$ cat src/rtl/dac_tx_pkg.sv
package dac_tx_pkg;

  typedef enum logic {
    PH_IDLE = 1'b0,
    PH_RUN  = 1'b1
  } phase_e;

  // largest multiple of step that does not exceed v
  function automatic int unsigned floor_step(input int unsigned v, input int unsigned step);
    return v - (v % step);
  endfunction

endpackage

$ cat src/rtl/dac_ratio_sel.sv
module dac_ratio_sel #(
  parameter int unsigned CNT_W     = 9,
  parameter int unsigned MIN_RATIO = 48,
  parameter int unsigned MAX_RATIO = 384,
  parameter int unsigned STEP      = 24
) (
  input  logic [CNT_W-1:0] ratio_req,
  input  logic             strict,
  output logic [CNT_W-1:0] ratio_eff
);
  import dac_tx_pkg::*;

  logic [CNT_W-1:0] clamped;

  always_comb begin
    if (ratio_req < CNT_W'(MIN_RATIO)) begin
      clamped = CNT_W'(MIN_RATIO);
    end else if (ratio_req > CNT_W'(MAX_RATIO)) begin
      clamped = CNT_W'(MAX_RATIO);
    end else begin
      clamped = ratio_req;
    end
    if (strict) begin
      ratio_eff = CNT_W'(floor_step(32'(clamped), STEP));
    end else begin
      ratio_eff = clamped;
    end
  end

endmodule

$ cat src/rtl/dac_frame_timer.sv
module dac_frame_timer #(
  parameter int unsigned WORD_W = 18,
  parameter int unsigned CNT_W  = 9
) (
  input  logic             clk,
  input  logic             rst_n,
  input  logic [CNT_W-1:0] ratio_eff,
  input  logic             in_valid,
  output logic             ready_o,
  output logic             take_o,
  output logic             repeat_o,
  output logic             shift_o,
  output logic             bck_o,
  output logic             wdck_o
);
  import dac_tx_pkg::*;

  localparam int unsigned BIT_CYC = 2 * WORD_W;

  phase_e           phase_q, phase_d;
  logic [CNT_W-1:0] cnt_q, cnt_d;
  logic [CNT_W-1:0] last_q, last_d;
  logic             bck_q, bck_d;
  logic             wdck_q, wdck_d;
  logic             boundary, start, run_d, in_bits;

  // next-state
  always_comb begin
    boundary = (phase_q == PH_RUN) && (cnt_q == last_q);
    ready_o  = (phase_q == PH_IDLE) || boundary;
    take_o   = ready_o && in_valid;
    repeat_o = boundary && !in_valid;
    start    = take_o || repeat_o;
    shift_o  = (phase_q == PH_RUN) && cnt_q[0] && (cnt_q < CNT_W'(BIT_CYC));

    phase_d  = start ? PH_RUN : phase_q;
    if (start) begin
      cnt_d = '0;
    end else if (phase_q == PH_RUN) begin
      cnt_d = cnt_q + CNT_W'(1);
    end else begin
      cnt_d = cnt_q;
    end
    last_d   = start ? (ratio_eff - CNT_W'(1)) : last_q;

    run_d    = (phase_d == PH_RUN);
    in_bits  = cnt_d < CNT_W'(BIT_CYC);
    bck_d    = run_d && in_bits && cnt_d[0];
    wdck_d   = !run_d || in_bits;
  end

  // registers
  always_ff @(posedge clk or negedge rst_n) begin
    if (!rst_n) begin
      phase_q <= PH_IDLE;
      cnt_q   <= '0;
      last_q  <= '0;
      bck_q   <= 1'b0;
      wdck_q  <= 1'b1;
    end else begin
      phase_q <= phase_d;
      cnt_q   <= cnt_d;
      last_q  <= last_d;
      bck_q   <= bck_d;
      wdck_q  <= wdck_d;
    end
  end

  assign bck_o  = bck_q;
  assign wdck_o = wdck_q;

  assert_bck_in_word_R3: assert property (@(posedge clk) disable iff (!rst_n)
    bck_q |-> wdck_q);

  assert_wdck_after_lsb_R6: assert property (@(posedge clk) disable iff (!rst_n)
    $fell(wdck_q) |-> $past(bck_q));

  assert_ready_drops_R10: assert property (@(posedge clk) disable iff (!rst_n)
    (ready_o && in_valid) |=> !ready_o);

endmodule

$ cat src/rtl/dac_shift_chan.sv
module dac_shift_chan #(
  parameter int unsigned WORD_W = 18
) (
  input  logic              clk,
  input  logic              rst_n,
  input  logic              load_new,
  input  logic [WORD_W-1:0] word_in,
  input  logic              load_old,
  input  logic              shift,
  output logic              sd
);
  logic [WORD_W-1:0] sh_q, sh_d;
  logic [WORD_W-1:0] hold_q, hold_d;

  always_comb begin
    if (load_new) begin
      sh_d = word_in;
    end else if (load_old) begin
      sh_d = hold_q;
    end else if (shift) begin
      sh_d = {sh_q[WORD_W-2:0], 1'b0};
    end else begin
      sh_d = sh_q;
    end
    hold_d = load_new ? word_in : hold_q;
  end

  always_ff @(posedge clk or negedge rst_n) begin
    if (!rst_n) begin
      sh_q   <= '0;
      hold_q <= '0;
    end else begin
      sh_q   <= sh_d;
      hold_q <= hold_d;
    end
  end

  assign sd = sh_q[WORD_W-1];

endmodule

$ cat src/rtl/dac_serial_tx.sv
module dac_serial_tx #(
  parameter int unsigned WORD_W      = 18,
  parameter int unsigned MIN_RATIO   = 48,
  parameter int unsigned MAX_RATIO   = 384,
  parameter int unsigned STRICT_STEP = 24,
  localparam int unsigned CNT_W      = $clog2(MAX_RATIO + 1)
) (
  input  logic              clk,
  input  logic              rst_n,
  input  logic [CNT_W-1:0]  ratio_req,
  input  logic              strict_mode,
  input  logic              s_valid,
  output logic              s_ready,
  input  logic [WORD_W-1:0] s_left,
  input  logic [WORD_W-1:0] s_right,
  output logic              bck,
  output logic              wdck,
  output logic              sd_left,
  output logic              sd_right,
  output logic              underrun
);
  localparam int unsigned NCH = 2;

  // reset: asserted asynchronously, released on the clock
  logic rst_meta, rst_sn;
  always_ff @(posedge clk or negedge rst_n) begin
    if (!rst_n) begin
      rst_meta <= 1'b0;
      rst_sn   <= 1'b0;
    end else begin
      rst_meta <= 1'b1;
      rst_sn   <= rst_meta;
    end
  end

  logic [CNT_W-1:0] ratio_eff;
  logic             take, repeat_evt, shift_en;

  dac_ratio_sel #(
    .CNT_W(CNT_W), .MIN_RATIO(MIN_RATIO), .MAX_RATIO(MAX_RATIO), .STEP(STRICT_STEP)
  ) u_ratio (
    .ratio_req(ratio_req),
    .strict(strict_mode),
    .ratio_eff(ratio_eff)
  );

  dac_frame_timer #(.WORD_W(WORD_W), .CNT_W(CNT_W)) u_timer (
    .clk(clk),
    .rst_n(rst_sn),
    .ratio_eff(ratio_eff),
    .in_valid(s_valid),
    .ready_o(s_ready),
    .take_o(take),
    .repeat_o(repeat_evt),
    .shift_o(shift_en),
    .bck_o(bck),
    .wdck_o(wdck)
  );

  logic [NCH-1:0][WORD_W-1:0] chan_words;
  logic [NCH-1:0]             chan_sd;
  assign chan_words[0] = s_left;
  assign chan_words[1] = s_right;

  for (genvar ch = 0; ch < NCH; ch++) begin : g_chan
    dac_shift_chan #(.WORD_W(WORD_W)) u_chan (
      .clk(clk),
      .rst_n(rst_sn),
      .load_new(take),
      .word_in(chan_words[ch]),
      .load_old(repeat_evt),
      .shift(shift_en),
      .sd(chan_sd[ch])
    );
  end

  assign sd_left  = chan_sd[0];
  assign sd_right = chan_sd[1];

  logic under_q, under_d;
  always_comb under_d = under_q | repeat_evt;
  always_ff @(posedge clk or negedge rst_sn) begin
    if (!rst_sn) under_q <= 1'b0;
    else         under_q <= under_d;
  end
  assign underrun = under_q;

  assert_left_stable_R4: assert property (@(posedge clk) disable iff (!rst_sn)
    !$stable(sd_left) |-> !bck);

  assert_right_stable_R5: assert property (@(posedge clk) disable iff (!rst_sn)
    !$stable(sd_right) |-> !bck);

  assert_underrun_sticky_R11: assert property (@(posedge clk) disable iff (!rst_sn)
    underrun |=> underrun);

endmodule

$ cat config.mk
export PLATFORM = sky130hd
export DESIGN_NAME = dac_serial_tx
export DESIGN_NICKNAME = d
export VERILOG_FILES = /design/src/rtl/dac_tx_pkg.sv /design/src/rtl/dac_ratio_sel.sv /design/src/rtl/dac_frame_timer.sv /design/src/rtl/dac_shift_chan.sv /design/src/rtl/dac_serial_tx.sv
export SDC_FILE = /design/constraint.sdc
export NUM_CORES = 1
export LEC_CHECK = 0
export BUFFER_PORTS_ARGS = -buffer_cell sky130_fd_sc_hd__buf_2
export CAP_MARGIN = 20
export CORE_MARGIN = 2
export CORE_UTILIZATION = 40
export CTS_CLUSTER_SIZE = 28
export DETAILED_ROUTE_END_ITERATION = 7
export PLACE_DENSITY = 0.64
export REMOVE_ABC_BUFFERS = 1
export SYNTH_ARGS = -nofsm -noshare
export SYNTH_HDL_FRONTEND = slang
export SYNTH_SLANG_ARGS = --single-unit
$ cat constraint.sdc
create_clock -name clk -period 4.93 [get_ports clk]
set_clock_uncertainty 0.05 [all_clocks]
set_input_delay 0.2465 -clock clk [delete_from_list [all_inputs] [get_ports clk]]
set_output_delay 0.2465 -clock clk [all_outputs]
set_load 0.01 [all_outputs]
After elaboration in Yosys (flattened, before gate mapping)
Index checks and enable logic that the tools add are counted.
Widths: inputs -> output; s select.
{"block": "classes", "n_addsub": 3, "div_mod_pow": 1, "magnitude_cmp": 4, "n_eq_ne": 1, "n_mux": 12, "bitwise_logic": 2, "reduce_logical": 13}
{"op": "$mux 18", "n": 6}
{"op": "$mux 9", "n": 5}
{"op": "$mod 9x5->32 const B", "n": 1}
{"op": "$lt 9x6->1 const B", "n": 3}
{"op": "$add 9x1->9 const B", "n": 1}
{"op": "$eq 9x9->1", "n": 1}
{"op": "$gt 9x9->1 const B", "n": 1}
{"op": "$sub 9x1->9 const B", "n": 1}
{"op": "$sub 9x9->9", "n": 1}
{"op": "$logic_and 1x1->1", "n": 7}
{"op": "$logic_or 1x1->1", "n": 3}
{"op": "$reduce_bool 3->1", "n": 1}
{"op": "$logic_not 1->1", "n": 2}
{"op": "$mux 1", "n": 1}
{"op": "$not 1->1", "n": 1}
{"op": "$or 1x1->1", "n": 1}
{"block": "word_totals", "reg_bits": 96, "input_bits": 49, "out_inout_bits": 6, "elab_cells": 48}

Logic depth before layout (Yosys ltp)
{"block": "depth", "word_depth": 9, "mapped_depth": 17, "depth_no_buf": 14}

Modules after synthesis
Synthesis repeated with hierarchy kept, for this count alone.
{"block": "hier_totals", "cells_unflattened": 595, "hier_area_um2": 5368.9}
{"mod": "dac_shift_chan", "instances": 2, "cells_each": 174, "area_each_um2": 1619.1, "seq_area_each_um2": 900.9}
{"mod": "dac_frame_timer", "instances": 1, "cells_each": 125, "area_each_um2": 1265.0, "seq_area_each_um2": 526.8}
{"mod": "dac_ratio_sel", "instances": 1, "cells_each": 117, "area_each_um2": 780.7, "seq_area_each_um2": 0.0}
{"mod": "dac_serial_tx", "instances": 1, "cells_each": 5, "area_each_um2": 85.1, "seq_area_each_um2": 75.1}

Worst setup path before layout
No wires, ideal clock.
{"block": "synth_timing", "kind": "input to register", "startpoint": "input ratio_req[7]", "endpoint": "register u_timer.last_q[8]", "setup_time_ns": 0.120, "arrival_ns": 3.570, "setup_slack_ns": 1.191, "stages": 17, "cell_sequence": "clkbuf_1 > buf_2 > clkbuf_1 > ha_1 > nand3b_1 > o21a_1 > mux2i_1 > or2_2 > mux2i_1 > mux2_2 > ha_1 > o211a_1 > or3_1 > a31oi_1 > nand4b_1 > a211oi_1 > and3b_1"}
{"block": "synth_between", "elab_chain_cells": 7, "elab_cells_between_ends": 8}
{"item": "from (decl)", "line": "dac_serial_tx.sv:10", "text": "input logic [CNT_W-1:0] ratio_req,"}
{"item": "$gt 9x9->1", "line": "dac_ratio_sel.sv:18", "text": "end else if (ratio_req > CNT_W'(MAX_RATIO)) begin"}
{"item": "$mux 9", "line": "dac_ratio_sel.sv:18"}
{"item": "$mux 9 (*)", "line": "dac_ratio_sel.sv:16", "text": "if (ratio_req < CNT_W'(MIN_RATIO)) begin"}
{"item": "$mod 9x5->32", "line": "dac_tx_pkg.sv:10", "text": "return v - (v % step);"}
{"item": "$sub 9x9->9", "line": "dac_tx_pkg.sv:10"}
{"item": "$mux 9 (*)", "line": "dac_ratio_sel.sv:23", "text": "if (strict) begin"}
{"item": "$sub 9x1->9 (*)", "line": "dac_frame_timer.sv:44", "text": "last_d = start ? (ratio_eff - CNT_W'(1)) : last_q;"}
{"item": "to (signal assigned)", "line": "dac_frame_timer.sv:63", "text": "last_q <= last_d;"}
{"item": "to (decl)", "line": "dac_frame_timer.sv:22", "text": "logic [CNT_W-1:0] last_q, last_d;"}
Mark *: on every way between the ends. The rest lies on a longest branch, timed or not.
A chain may end at the register's enable or synchronous reset.

Final worst setup path
Same ends and word-level chain as after synthesis.

==> flow_summary_export.csv <==
group,metric,value,unit
cts,cts.htree.levels,3,
yosys,synth-compound-area-share,0.166,
timing,slew_violations,0,
flow_run,drv_cap,0,
cts,post_cts_buffers,0,
detailed_routing,dr.pass1.iters,5,
yosys,avgSynthCellArea,10.4,sq um
cells_and_area,register_area,2410,sq um
grt,grt_usage,0.174,
cts,clock_path_buffers,2,
worst_hold_path,hold_depth,2,
yosys,yosys-top-cells-area,"dfrtp_1, mux2_2, o22ai_1",
grt,grt_pass1_wl,21000,um
power,power_density,491,nW/um^2
yosys,synth_top_area_share,0.414,
timing,fmax,0.260,GHz
yosys,ys_ff_latch,96,
timing,fin_crit_sh,0.781,
cts,cts-root-buf,"clkbuf_16",
yosys,synth_top_family_by_area,"multiplexers",
yosys,ys_seq_area_frac,0.418,
timing,fin_crit,3.85,ns
setup_path,cp_max_fo,18,
place,place_area,6100,sq um
detailed_routing,drt-initial-drc-count,271,
setup_path,reg2reg_to,"g_chan[0].u_chan.sh_q[12]",
detailed_routing,viasPerCell,5.77,
setup_path,r2r_setup_slack,1.63,ns
grt,grt.overflow.total,0,
floorplan,start_util,0.412,
timing,tns,0,ns
yosys,synth-edff-count,0,
run_status,status,"finished, final reports clean",
setup_path,worst-endpoint-arrival,4.04,ns
setup_path,cp-start-kind,"input port",
floorplan,row_count,43,
floorplan,io_pins,55,
yosys,syn_inst,553,
yosys,yosys_warnings,0,
cells_and_area,fin_nets,643,
cells_and_area,drive_gt1_frac,0.301,
power,leakage,0.00284,uW
floorplan,fp.dieW,124,um
yosys,ys.flop_type,"dfrtp_1",
timing,slew_headroom,0.347,
floorplan,core_area,13900,sq um
floorplan,die_area,15300,sq um
yosys,synthTopCellsByCount,"dfrtp_1, mux2_2, o22ai_1, a21oi_1",
floorplan,die_h,124,um
yosys,async_flop_share,1.00,
power,max-vdd-ir-drop,0.196,mV
detailed_routing,final_antenna_net_count,0,
place,numPortBuffers,54,
worst_hold_path,hold_path_class,"input port to register",
yosys,muxShareOfSynthArea,0.216,
detailed_routing,wl_per_cell,16.9,um
grt,grt_max_degree,54,
cts,clkLatencyLatePin,0.35,ns
setup_path,required,5.12,ns
cells_and_area,fillCellCount,1269,
cells_and_area,final_cell_area,6390,sq um
detailed_routing,drc,0,
yosys,netlist_area,5750,sq um
yosys,synth_simple_gate_area_frac,0.0934,
setup_path,r2r_cells,7,
power,finalPower,3130,uW
yosys,yosys.area.top_type,"dfrtp_1",
timing,hold_violations,0,
place,hpwl,8210,um
cells_and_area,multiInputGateArea,3090,sq um
setup_path,crit_path_end_kind,"register",
worst_hold_path,hold_end,"u_timer.last_q[0]",
yosys,synth.distinct_cells,57,
setup_path,criticalPathCategory,"input port to register",
detailed_routing,num_vias,4440,
setup_path,r2r_start,"u_timer.cnt_q[7]",
worst_hold_path,min_from,"ratio_req[0]",
cts,path_clk_slew,0.06,ns
grt,first_global_vias,4320,
timing,rsz0062_at_grt,"false",
cts,cts.sink_count,96,
cells_and_area,areaGrowthSynthToFinish,11.1,%
yosys,synthAdderAreaFrac,0.0218,
cts,cts_made_buffers,9,
detailed_routing,drt-total-wl,13000,um
timing,worst_slew_pin_slew,0.976,ns
cts,cts_tree,"yes",
grt,antenna_found_initial,2,
yosys,synth_xor_area_frac,0.0381,
place,gp_congestion,0.780,
yosys,synth_most_common_cell,"dfrtp_1",
timing,setup_viol,0,
## repair_timing
action	CTS	global route
gates resized for setup	0	0
endpoints found under the hold margin	2	0
setup endpoints to repair	0	0
hold buffers	1	0
## final cells by class
type                       count  share of cell area
antenna                        1            0.000392
inverter                      12             0.00705
tap                          180              0.0353
clock buffer                  12              0.0386
timing repair buffer          63              0.0533
multi-input combinational    402               0.484
clock inverter                 4             0.00470
sequential                    96               0.377
## state kept, by name (all words and copies together), names as in the netlist, 9 cells and up
name                  cells
u_timer.last_q            9
u_timer.cnt_q             9
g_chan.u_chan.hold_q     36
g_chan.u_chan.sh_q       36
## placed cells by master, fill, tap and decap left out, drive strengths merged, types with 3 or more instances in the layout
cell / n
dfrtp: 95
nand2b: 6
nand2: 22
and2: 3
nand3: 5
ha: 10
o22ai: 71
mux2i: 7
a21oi: 46
inv: 13
xor2: 18
nor3: 3
buf: 62
nor4: 4
clkbuf: 12
or2: 4
a31oi: 4
xnor2: 7
nand4: 10
a211oi: 4
conb: 3
mux2: 103
o21ai: 13
nor2: 24
## kinds of logic (layout without fill, tap and decap cells)
kind of cell | count (synthesis) | count (layout)
compound gates | 156 | 156
mux | 110 | 110
simple gates | 98 | 98
flops | 96 | 96
buf+inv | 57 | 91
xor+xnor | 25 | 25
fa+ha+maj | 10 | 10
other cells | 1 | 4
## per-stage QoR
stage | cells | util | setup slack (ns) | hold slack [ns]
6_report | 770 | 0.458 | 1.08 | 0.0658
3_3_place_gp | 752 | 0.438 | 1.05 | -0.0139
2_1_floorplan | 510 | - | 1.44 | -0.0991
4_1_cts | 769 | 0.458 | 1.09 | 0.0592
3_5_place_dp | 752 | 0.438 | 0.724 | -0.0126
5_1_grt | 769 | 0.458 | 0.804 | 0.0777
## worst max-delay path: stages
cell	delay, ns
buf_2	0.19
a2111oi_0	0.73
or2_2	0.27
inv_1	0.08
or2_2	0.32
mux2i_1	0.21
mux2_2	0.19
ha_1	0.25
o211a_1	0.28
or3_1	0.35
a31oi_1	0.29
nand4b_1	0.17
a211oi_1	0.24
and3b_1	0.20
## where the power goes
group	total, uW	switching [uW]	internal (uW)
clock	662	304	358
sequential	1390	259	1130
combinational	1090	471	615
total	3130	1030	2100
## per-layer routing
layer	GRT usage	wire, um	share of wire	vias up
met2	0.291	6250	0.48	96
li1	-	-	-	2135
met1	0.222	5890	0.45	2195
met5	0	13	0.0010	-
met3	0.0462	715	0.055	12
met4	0.0504	134	0.010	2
## worst max path at each step
stage | to | depth (start not counted) | start
after CTS | u_timer.last_q[8] | 14 | ratio_req[7]
after detailed placement | u_timer.last_q[8] | 14 | ratio_req[7]
after global routing | u_timer.last_q[8] | 14 | ratio_req[7]
final | u_timer.last_q[8] | 14 | ratio_req[7]
after global placement | u_timer.last_q[8] | 14 | ratio_req[7]
after floorplan | g_chan[0].u_chan.hold_q[0] | 3 | u_timer.phase_q
No activity file was read; power rests on OpenSTA's default activity.
